### config.mk
export PLATFORM = sky130hd
export DESIGN_NAME = flash_menu_seq
export DESIGN_NICKNAME = d
export VERILOG_FILES = /design/src/rtl/flash_menu_seq.sv
export SDC_FILE = /design/constraint.sdc
export NUM_CORES = 1
export LEC_CHECK = 0
export BUFFER_PORTS_ARGS = -buffer_cell sky130_fd_sc_hd__buf_2
export CAP_MARGIN = 30
export CORE_MARGIN = 4
export CORE_UTILIZATION = 40
export CTS_BUF_LIST = sky130_fd_sc_hd__clkbuf_8
export DETAILED_ROUTE_END_ITERATION = 10
export PLACE_DENSITY = 0.69
export SLEW_MARGIN = 20
export SYNTH_ARGS = -nofsm -noshare
export SYNTH_HDL_FRONTEND = slang
export SYNTH_SLANG_ARGS = --single-unit
### constraint.sdc
create_clock -name clk -period 3.9 [get_ports clk]
set_input_delay 0.39 -clock clk [delete_from_list [all_inputs] [get_ports clk]]
set_output_delay 0.39 -clock clk [all_outputs]
set_load 0.1 [all_outputs]
### src/rtl/flash_menu_seq.sv
module flash_menu_seq #(
  parameter int GAP_CYC = 2
) (
  input  logic        clk,
  input  logic        rst_n,
  input  logic        reg_wr,
  input  logic [1:0]  reg_addr,
  input  logic [31:0] reg_wdata,
  output logic [31:0] reg_rdata,
  input  logic        lock_in,
  input  logic [23:0] flash_addr,
  output logic [5:0]  buf_raddr,
  input  logic [7:0]  buf_rdata,
  output logic        buf_we,
  output logic [5:0]  buf_waddr,
  output logic [7:0]  buf_wdata,
  output logic        spi_cs_n,
  output logic        spi_sck,
  output logic        spi_mosi,
  input  logic        spi_miso,
  output logic        smi_req
);
  localparam int GW = $clog2(GAP_CYC + 1);

  typedef enum logic [2:0] {PH_PFX, PH_GAP, PH_CMD, PH_ADR, PH_DAT} ph_t;

  logic [31:0] menu_lo, menu_hi, ptype_q;
  logic        smi_en, dph, psel, atom;
  logic [5:0]  dbc;
  logic [2:0]  idx;
  logic        busy, done, cerr, aerr;
  ph_t         ph;
  logic [2:0]  bitcnt;
  logic        half, sck_q, cs_q;
  logic [7:0]  sh_q, rx_q, cmd_op;
  logic [1:0]  cur_ty, acnt;
  logic [6:0]  didx;
  logic [GW-1:0] gcnt;

  wire       wr_ctl = reg_wr && reg_addr == 2'd0;
  wire       go_req = wr_ctl && reg_wdata[9];
  wire [2:0] n_idx  = reg_wdata[14:12];
  wire [7:0] n_op   = n_idx[2] ? menu_hi[{n_idx[1:0], 3'b000} +: 8]
                               : menu_lo[{n_idx[1:0], 3'b000} +: 8];
  wire [1:0] n_ty   = ptype_q[16 + {n_idx, 1'b0} +: 2];
  wire       refuse = reg_wdata[10] && !n_ty[0];
  wire       start  = go_req && !busy && !refuse;
  wire       byte_end = busy && ph != PH_GAP && half && bitcnt == 3'd7;
  wire       last_dat = didx == ({1'b0, dbc} + 7'd1);

  assign spi_cs_n  = cs_q;
  assign spi_sck   = sck_q;
  assign spi_mosi  = sh_q[7];
  assign buf_raddr = didx[5:0];
  assign buf_waddr = didx[5:0] - 6'd1;
  assign buf_wdata = rx_q;
  assign buf_we    = byte_end && ph == PH_DAT && !cur_ty[0];
  assign smi_req   = done && smi_en;

  always_comb begin
    case (reg_addr)
      2'd0:    reg_rdata = {8'b0, smi_en, dph, dbc, 1'b0, idx, psel, atom,
                            5'b0, aerr, cerr, done, 1'b0, busy};
      2'd1:    reg_rdata = ptype_q;
      2'd2:    reg_rdata = menu_lo;
      default: reg_rdata = menu_hi;
    endcase
  end

  always_ff @(posedge clk or negedge rst_n) begin
    if (!rst_n) begin
      menu_lo <= '0; menu_hi <= '0; ptype_q <= '0;
      smi_en <= 1'b0; dph <= 1'b0; psel <= 1'b0; atom <= 1'b0;
      dbc <= '0; idx <= '0;
      busy <= 1'b0; done <= 1'b0; cerr <= 1'b0; aerr <= 1'b0;
      ph <= PH_CMD; bitcnt <= '0; half <= 1'b0; sck_q <= 1'b0; cs_q <= 1'b1;
      sh_q <= '0; rx_q <= '0; cmd_op <= '0; cur_ty <= '0; acnt <= '0;
      didx <= '0; gcnt <= '0;
    end else begin
      if (reg_wr && !lock_in) begin
        case (reg_addr)
          2'd1: ptype_q <= reg_wdata;
          2'd2: menu_lo <= reg_wdata;
          2'd3: menu_hi <= reg_wdata;
          default: ;
        endcase
      end
      if (wr_ctl && !busy) begin
        smi_en <= reg_wdata[23];
        dph    <= reg_wdata[22];
        dbc    <= reg_wdata[21:16];
        idx    <= reg_wdata[14:12];
        psel   <= reg_wdata[11];
        atom   <= reg_wdata[10];
      end
      if (wr_ctl && reg_wdata[2]) done <= 1'b0;
      if (wr_ctl && reg_wdata[3]) cerr <= 1'b0;
      if (wr_ctl && reg_wdata[4]) aerr <= 1'b0;
      if (go_req && busy) aerr <= 1'b1;
      if (go_req && !busy && refuse) cerr <= 1'b1;

      if (start) begin
        busy   <= 1'b1;
        cs_q   <= 1'b0;
        sck_q  <= 1'b0;
        half   <= 1'b0;
        bitcnt <= '0;
        didx   <= '0;
        acnt   <= '0;
        cmd_op <= n_op;
        cur_ty <= n_ty;
        if (reg_wdata[10]) begin
          ph   <= PH_PFX;
          sh_q <= reg_wdata[11] ? ptype_q[15:8] : ptype_q[7:0];
        end else begin
          ph   <= PH_CMD;
          sh_q <= n_op;
        end
      end else if (busy) begin
        if (ph == PH_GAP) begin
          if (gcnt == GW'(GAP_CYC - 1)) begin
            gcnt <= '0;
            cs_q <= 1'b0;
            ph   <= PH_CMD;
            sh_q <= cmd_op;
          end else begin
            gcnt <= gcnt + 1'b1;
          end
        end else if (!half) begin
          sck_q <= 1'b1;
          half  <= 1'b1;
          rx_q  <= {rx_q[6:0], spi_miso};
        end else begin
          sck_q  <= 1'b0;
          half   <= 1'b0;
          bitcnt <= bitcnt + 1'b1;
          if (bitcnt != 3'd7) begin
            sh_q <= {sh_q[6:0], 1'b0};
          end else begin
            case (ph)
              PH_PFX: begin
                cs_q <= 1'b1;
                gcnt <= '0;
                ph   <= PH_GAP;
              end
              PH_CMD: begin
                if (cur_ty[1]) begin
                  ph   <= PH_ADR;
                  acnt <= '0;
                  sh_q <= flash_addr[23:16];
                end else if (dph) begin
                  ph   <= PH_DAT;
                  sh_q <= buf_rdata;
                  didx <= 7'd1;
                end else begin
                  busy <= 1'b0; cs_q <= 1'b1; done <= 1'b1;
                end
              end
              PH_ADR: begin
                if (acnt != 2'd2) begin
                  acnt <= acnt + 1'b1;
                  sh_q <= (acnt == 2'd0) ? flash_addr[15:8] : flash_addr[7:0];
                end else if (dph) begin
                  ph   <= PH_DAT;
                  sh_q <= buf_rdata;
                  didx <= 7'd1;
                end else begin
                  busy <= 1'b0; cs_q <= 1'b1; done <= 1'b1;
                end
              end
              default: begin
                if (last_dat) begin
                  busy <= 1'b0; cs_q <= 1'b1; done <= 1'b1;
                end else begin
                  sh_q <= buf_rdata;
                  didx <= didx + 7'd1;
                end
              end
            endcase
          end
        end
      end
    end
  end
endmodule


# Yosys cells after proc, flatten, opt, wreduce, memory -nomap -nowiden
# Cells that the tools add are included.
# word_totals
regBits,158
latchBits,0
mem_bits_rw,0
mem_bits_ro,0
input_bits,71
output_inout_bits,57
word_cells,207
n_memories,0
# classes
addsub,7
n_mul,0
div_mod_pow,0
n_lt_le_gt_ge,0
n_eq_ne,28
n_shift,3
mux,94
n_bitwise,3
reduce_logical,48
# op_table
cell,n
$mux 8,14
$pmux 32 s3,1
$shiftx 32x6->8,2
$mux 7,9
$mux 3,13
$mux 1,37
$shiftx 32x7->2,1
$mux 2,13
$pmux 8 s3,1
$pmux 7 s3,1
$logic_and 1x1->1,18
$ne 3x3->1 const B,6
$reduce_and 7->1,2
$ne 4x4->1 const B,3
$reduce_bool 2->1,6
$ne 2x2->1 const B,5
$reduce_and 5->1,2
$pmux 1 s3,3
$pmux 3 s3,1
$reduce_and 2->1,4
$reduce_and 8->1,1
$add 6x1->7 const B,1
$add 7x1->7 const B,1
$eq 7x7->1,1
24 further kinds,37

# Depth between registers and ports, before layout
# depth
word_depth,12
mapped_depth,9
depth_no_buf,8

# Worst setup path after synthesis
# No wires, ideal clock.
# synth_timing
path_type,reg2out
start,"register, netlist name spi_sck"
end,output port buf_we
t_arrival_ns,4.052
t_required_ns,3.510
path_slack_ns,-0.542
path_stages_with_launch,3
n_path_buf,0
path_cell_list,dfrtp_1 > nand4_1 > nor4_1
# synth_rtl
element,line_no,rtl
end: declaration,14,"output logic buf_we,"

# Worst setup path in the final report
# layout_timing
start,register bitcnt[0]
end,output port buf_we
# layout_via
elab_chain_cells,4
# layout_lines
element,line_no,rtl
start: declaration,33,logic [2:0] bitcnt;
start signal: assignment,136,bitcnt <= bitcnt + 1'b1;
$eq 3x3->1,48,wire byte_end = busy && ph != PH_GAP && half && bitcnt == 3'd7;
$logic_and 1x1->1,48,
$logic_and 1x1->1 (2 in series),57,assign buf_we = byte_end && ph == PH_DAT && !cur_ty[0];
# No other way between the ends.

==> qor.csv <==
stage;metric;value;unit
outcome;status;completed;
cts;CTS H-Tree Depth;4;
die;Initial Util;41.2;%
placement;dpl cells;1067;
critical_path;CP Data Required Time;3510;ps
sta;final worst path period share;79.3;%
cts;clock slew at reported path FFs;90;ps
route;total number of vias;6380;
global_routing;met3 Use GR;5.17;%
placement;DP Wirelength;16300;um
die;DIE WIDTH;156;um
global_routing;first-pass GRT wire length;36800;um
power;Max IR drop VDD;0.364;mV
critical_path;Arrival @ worst endpoint;2700;ps
die;Die Y-Extent;156;um
placement;IO Port Bufs;127;
route;DR vias/cell;5.80;
power;Net Switching;3.80;mW
route;Routed Antenna Nets;0;
die;Die Area;0.0244;mm2
critical_path;Setup crit end;buf_we;
sta;Final setup viols;0;
synthesis;Synthesized Nets;788;
sta;Hold Slack;147;ps
route;DR DRC count;0;
sta;endpoints failing hold;0;
power;Leakage;4.38;nW
cts;Sink Count;158;
cts;CTS tree;built;
critical_path;RR Endpoint;sh_q[4]$_DFFE_PN0P_;
cts;cts repair resizes;0;
route;Iter 0 DRT Violations;418;
global_routing;M1 GR Usage;28.7;%
power;Pint;4.01;mW
min_path;hold depth;2;
critical_path;R2R depth;6;
die;core area;0.0214;mm2
synthesis;Syn Inst Count;710;
power;Clk pwr share;15.5;%
synthesis;syn_area_per_cell;12.4;um2
synthesis;Yosys cell types;68;
cts;maximum root-to-sink buffer count;2;
finish;leading cell type in the layout, fill and taps excluded;dfrtp_1;
finish;diodes inserted;0;
global_routing;all-layer global routing usage;19.1;%
finish;Non-Filler Instances;1100;
run;max-cap violations;0;
finish;area grow syn2layout;14.4;%
power;Total Power;7.80;mW
route;WL/cell;20.9;um
sta;Tightest Pin Transition;827;ps
synthesis;Post-synth EDFFs;0;
critical_path;Worst Setup SP;bitcnt[0]$_DFFE_PN0P_;
critical_path;worst r2r src;ph[0]$_DFFE_PN0P_;
die;Site Rows;53;
cts;clk_lat worst skew;470;ps
global_routing;Top Usage Layer GRT;met1;
global_routing;initial antenna violation count;0;
power;Logic pwr share;50.1;%
finish;share of cells above drive strength 1;46.4;%
synthesis;Seq cells post-synth;158;
sta;Rel. slew slack;43.4;%
cts;Post-CTS Setup Bufs;0;
cts;Num CTS Buffers;17;
finish;nets;890;
synthesis;sequential area share after synthesis;45.0;%
global_routing;Remaining Overflow, GRT;0;
sta;setup tns final;0;ps
sta;Slew Limit Fails;0;
critical_path;critical path class;flip-flop to output port;
sta;highest clock rate;323;MHz
min_path;Hold Path Class;input pin to flip-flop;
critical_path;crit-path max FO;22;
finish;commonest cells after routing, fill and taps aside;dfrtp_1, mux2_2, buf_2, nand2_1, mux4_2;
critical_path;r2r setup slk;1140;ps
critical_path;Setup crit start kind;flip-flop;
power;pwr dens;775;mW/mm2
global_routing;largest net degree at the start of global routing;88;
placement;RePlAce Congestion;0.848;
global_routing;grt met2 use;28.2;%
global_routing;vias in the first global route;6352;
synthesis;Primary FF master, synth;dfrtp_1;
route;Detailed Route WL;23000;um
power;sequential cell fraction of total power;34.4;%
die;# IOs;128;
synthesis;Syn. warnings;0;
power;Sw Ratio;48.7;%
critical_path;Crit. End Element;output port;
sta;RSZ-0062 raised after global routing;false;
sta;Setup Skew;18.7;ps
sta;post-route minimum period;3090;ps
synthesis;Async S/R FF share, synth;100;%
synthesis;Post-Synthesis Cell Area;0.00880;mm2
route;1st-pass router iterations;5;
cts;clock root cell;clkbuf_8;
==> worst min path at each step <==
stage             start                        to  slack [ps]
2_1_floorplan     rst_n       acnt[0]$_DFFE_PN0P_          90
3_3_place_gp      rst_n       didx[3]$_DFFE_PN0P_         460
3_5_place_dp      rst_n       didx[4]$_DFFE_PN0P_         450
6_report       spi_miso  buf_wdata[0]$_DFFE_PN0P_         150
5_1_grt        spi_miso  buf_wdata[0]$_DFFE_PN0P_         120
4_1_cts        spi_miso  buf_wdata[0]$_DFFE_PN0P_         130
==> area by class of cell <==
class                      count  area, um2
tap                          275        344
sequential                   158       3960
multi-input combinational    480       4540
clock inverter                13        126
fill                        1947      11300
inverter                      11       41.3
clock buffer                  19        262
timing repair buffer         144        797
==> per-stage QoR <==
step,worst slack [ps],util [%],cell area [um2]
final,807,47.1,10100
after global routing,577,47.1,10100
after CTS,797,47.1,10100
after detailed placement,1120,45.3,9670
after global placement,1150,45.3,9670
after floorplan,514,-,8800
==> state kept, by name, summed over array words and instances (netlist names), 2 cells and up <==
| signal | cells |
|---|---|
| menu_hi | 32 |
| menu_lo | 32 |
| ptype_q | 32 |
| buf_wdata | 8 |
| cmd_op | 8 |
| sh_q | 8 |
| didx | 7 |
| dbc | 6 |
| bitcnt | 3 |
| idx | 3 |
| ph | 3 |
| acnt | 2 |
| cur_ty | 2 |
| gcnt | 2 |
==> power groups by stage <==
stage          logic [mW]  clock network (mW)  registers, mW
2_1_floorplan        2.96                   0           2.85
3_3_place_gp         3.87                   0           2.69
3_5_place_dp         3.91                   0           2.71
4_1_cts              3.93                1.23           2.67
5_1_grt              4.16                1.31           2.76
6_report             3.91                1.21           2.68
==> cell usage after synthesis (all sizes together) (3+ instances only) <==
cell	number	area (um2)
a2111oi	3	26.3
a21o	4	30.0
a21oi	16	83.8
a221o	6	60.1
a22o	16	140
a2bb2oi	4	35.0
a311oi	4	35.0
a31oi	11	83.8
buf	30	166
clkbuf	31	118
dfrtp	156	3900
ha	7	87.6
inv	11	41.3
mux2	154	1730
mux2i	18	193
mux4	37	833
nand2	48	183
nand2b	7	43.8
nand3	9	45.0
nor2	22	82.6
nor2b	8	50.1
nor3	8	45.0
nor3b	5	42.5
nor4	4	25.0
o211ai	3	22.5
o21a	3	22.5
o21ai	25	125
o31ai	5	42.5
or2	3	18.8
or3	8	50.1
xnor2	7	61.3
xor2	5	43.8
==> what timing repair did <==
action / CTS / global route
setup endpoints to repair: 0 / 0
hold endpoints to repair: 69 / 0
hold buffers: 1 / 0
==> kinds of logic after synthesis <==
family | Yosys count | synth area share [%]
DFF | 158 | 45.0
and+or+nand+nor | 137 | 8.18
xor gates and xnor gates | 12 | 1.19
muxes | 209 | 31.4
adders and majority gates | 7 | 0.995
AOI/OAI and AO/OA | 115 | 9.60
buffers and inverters | 72 | 3.70
==> worst max-delay path: stages, from the launching register on <==
cell and delay, ps:
dfrtp_1 370, ha_1 160, ha_1 600, nand4_1 330, nor4_2 280, buf_2 490
==> metal layers <==
metal / wire [um] / vias to the layer above
met4: 285 / 0
met2: 10300 / 252
met3: 1940 / 16
met5: 0 / -
met1: 10600 / 3249
li1: - / 2863
Power figures use the tool's default switching activity.
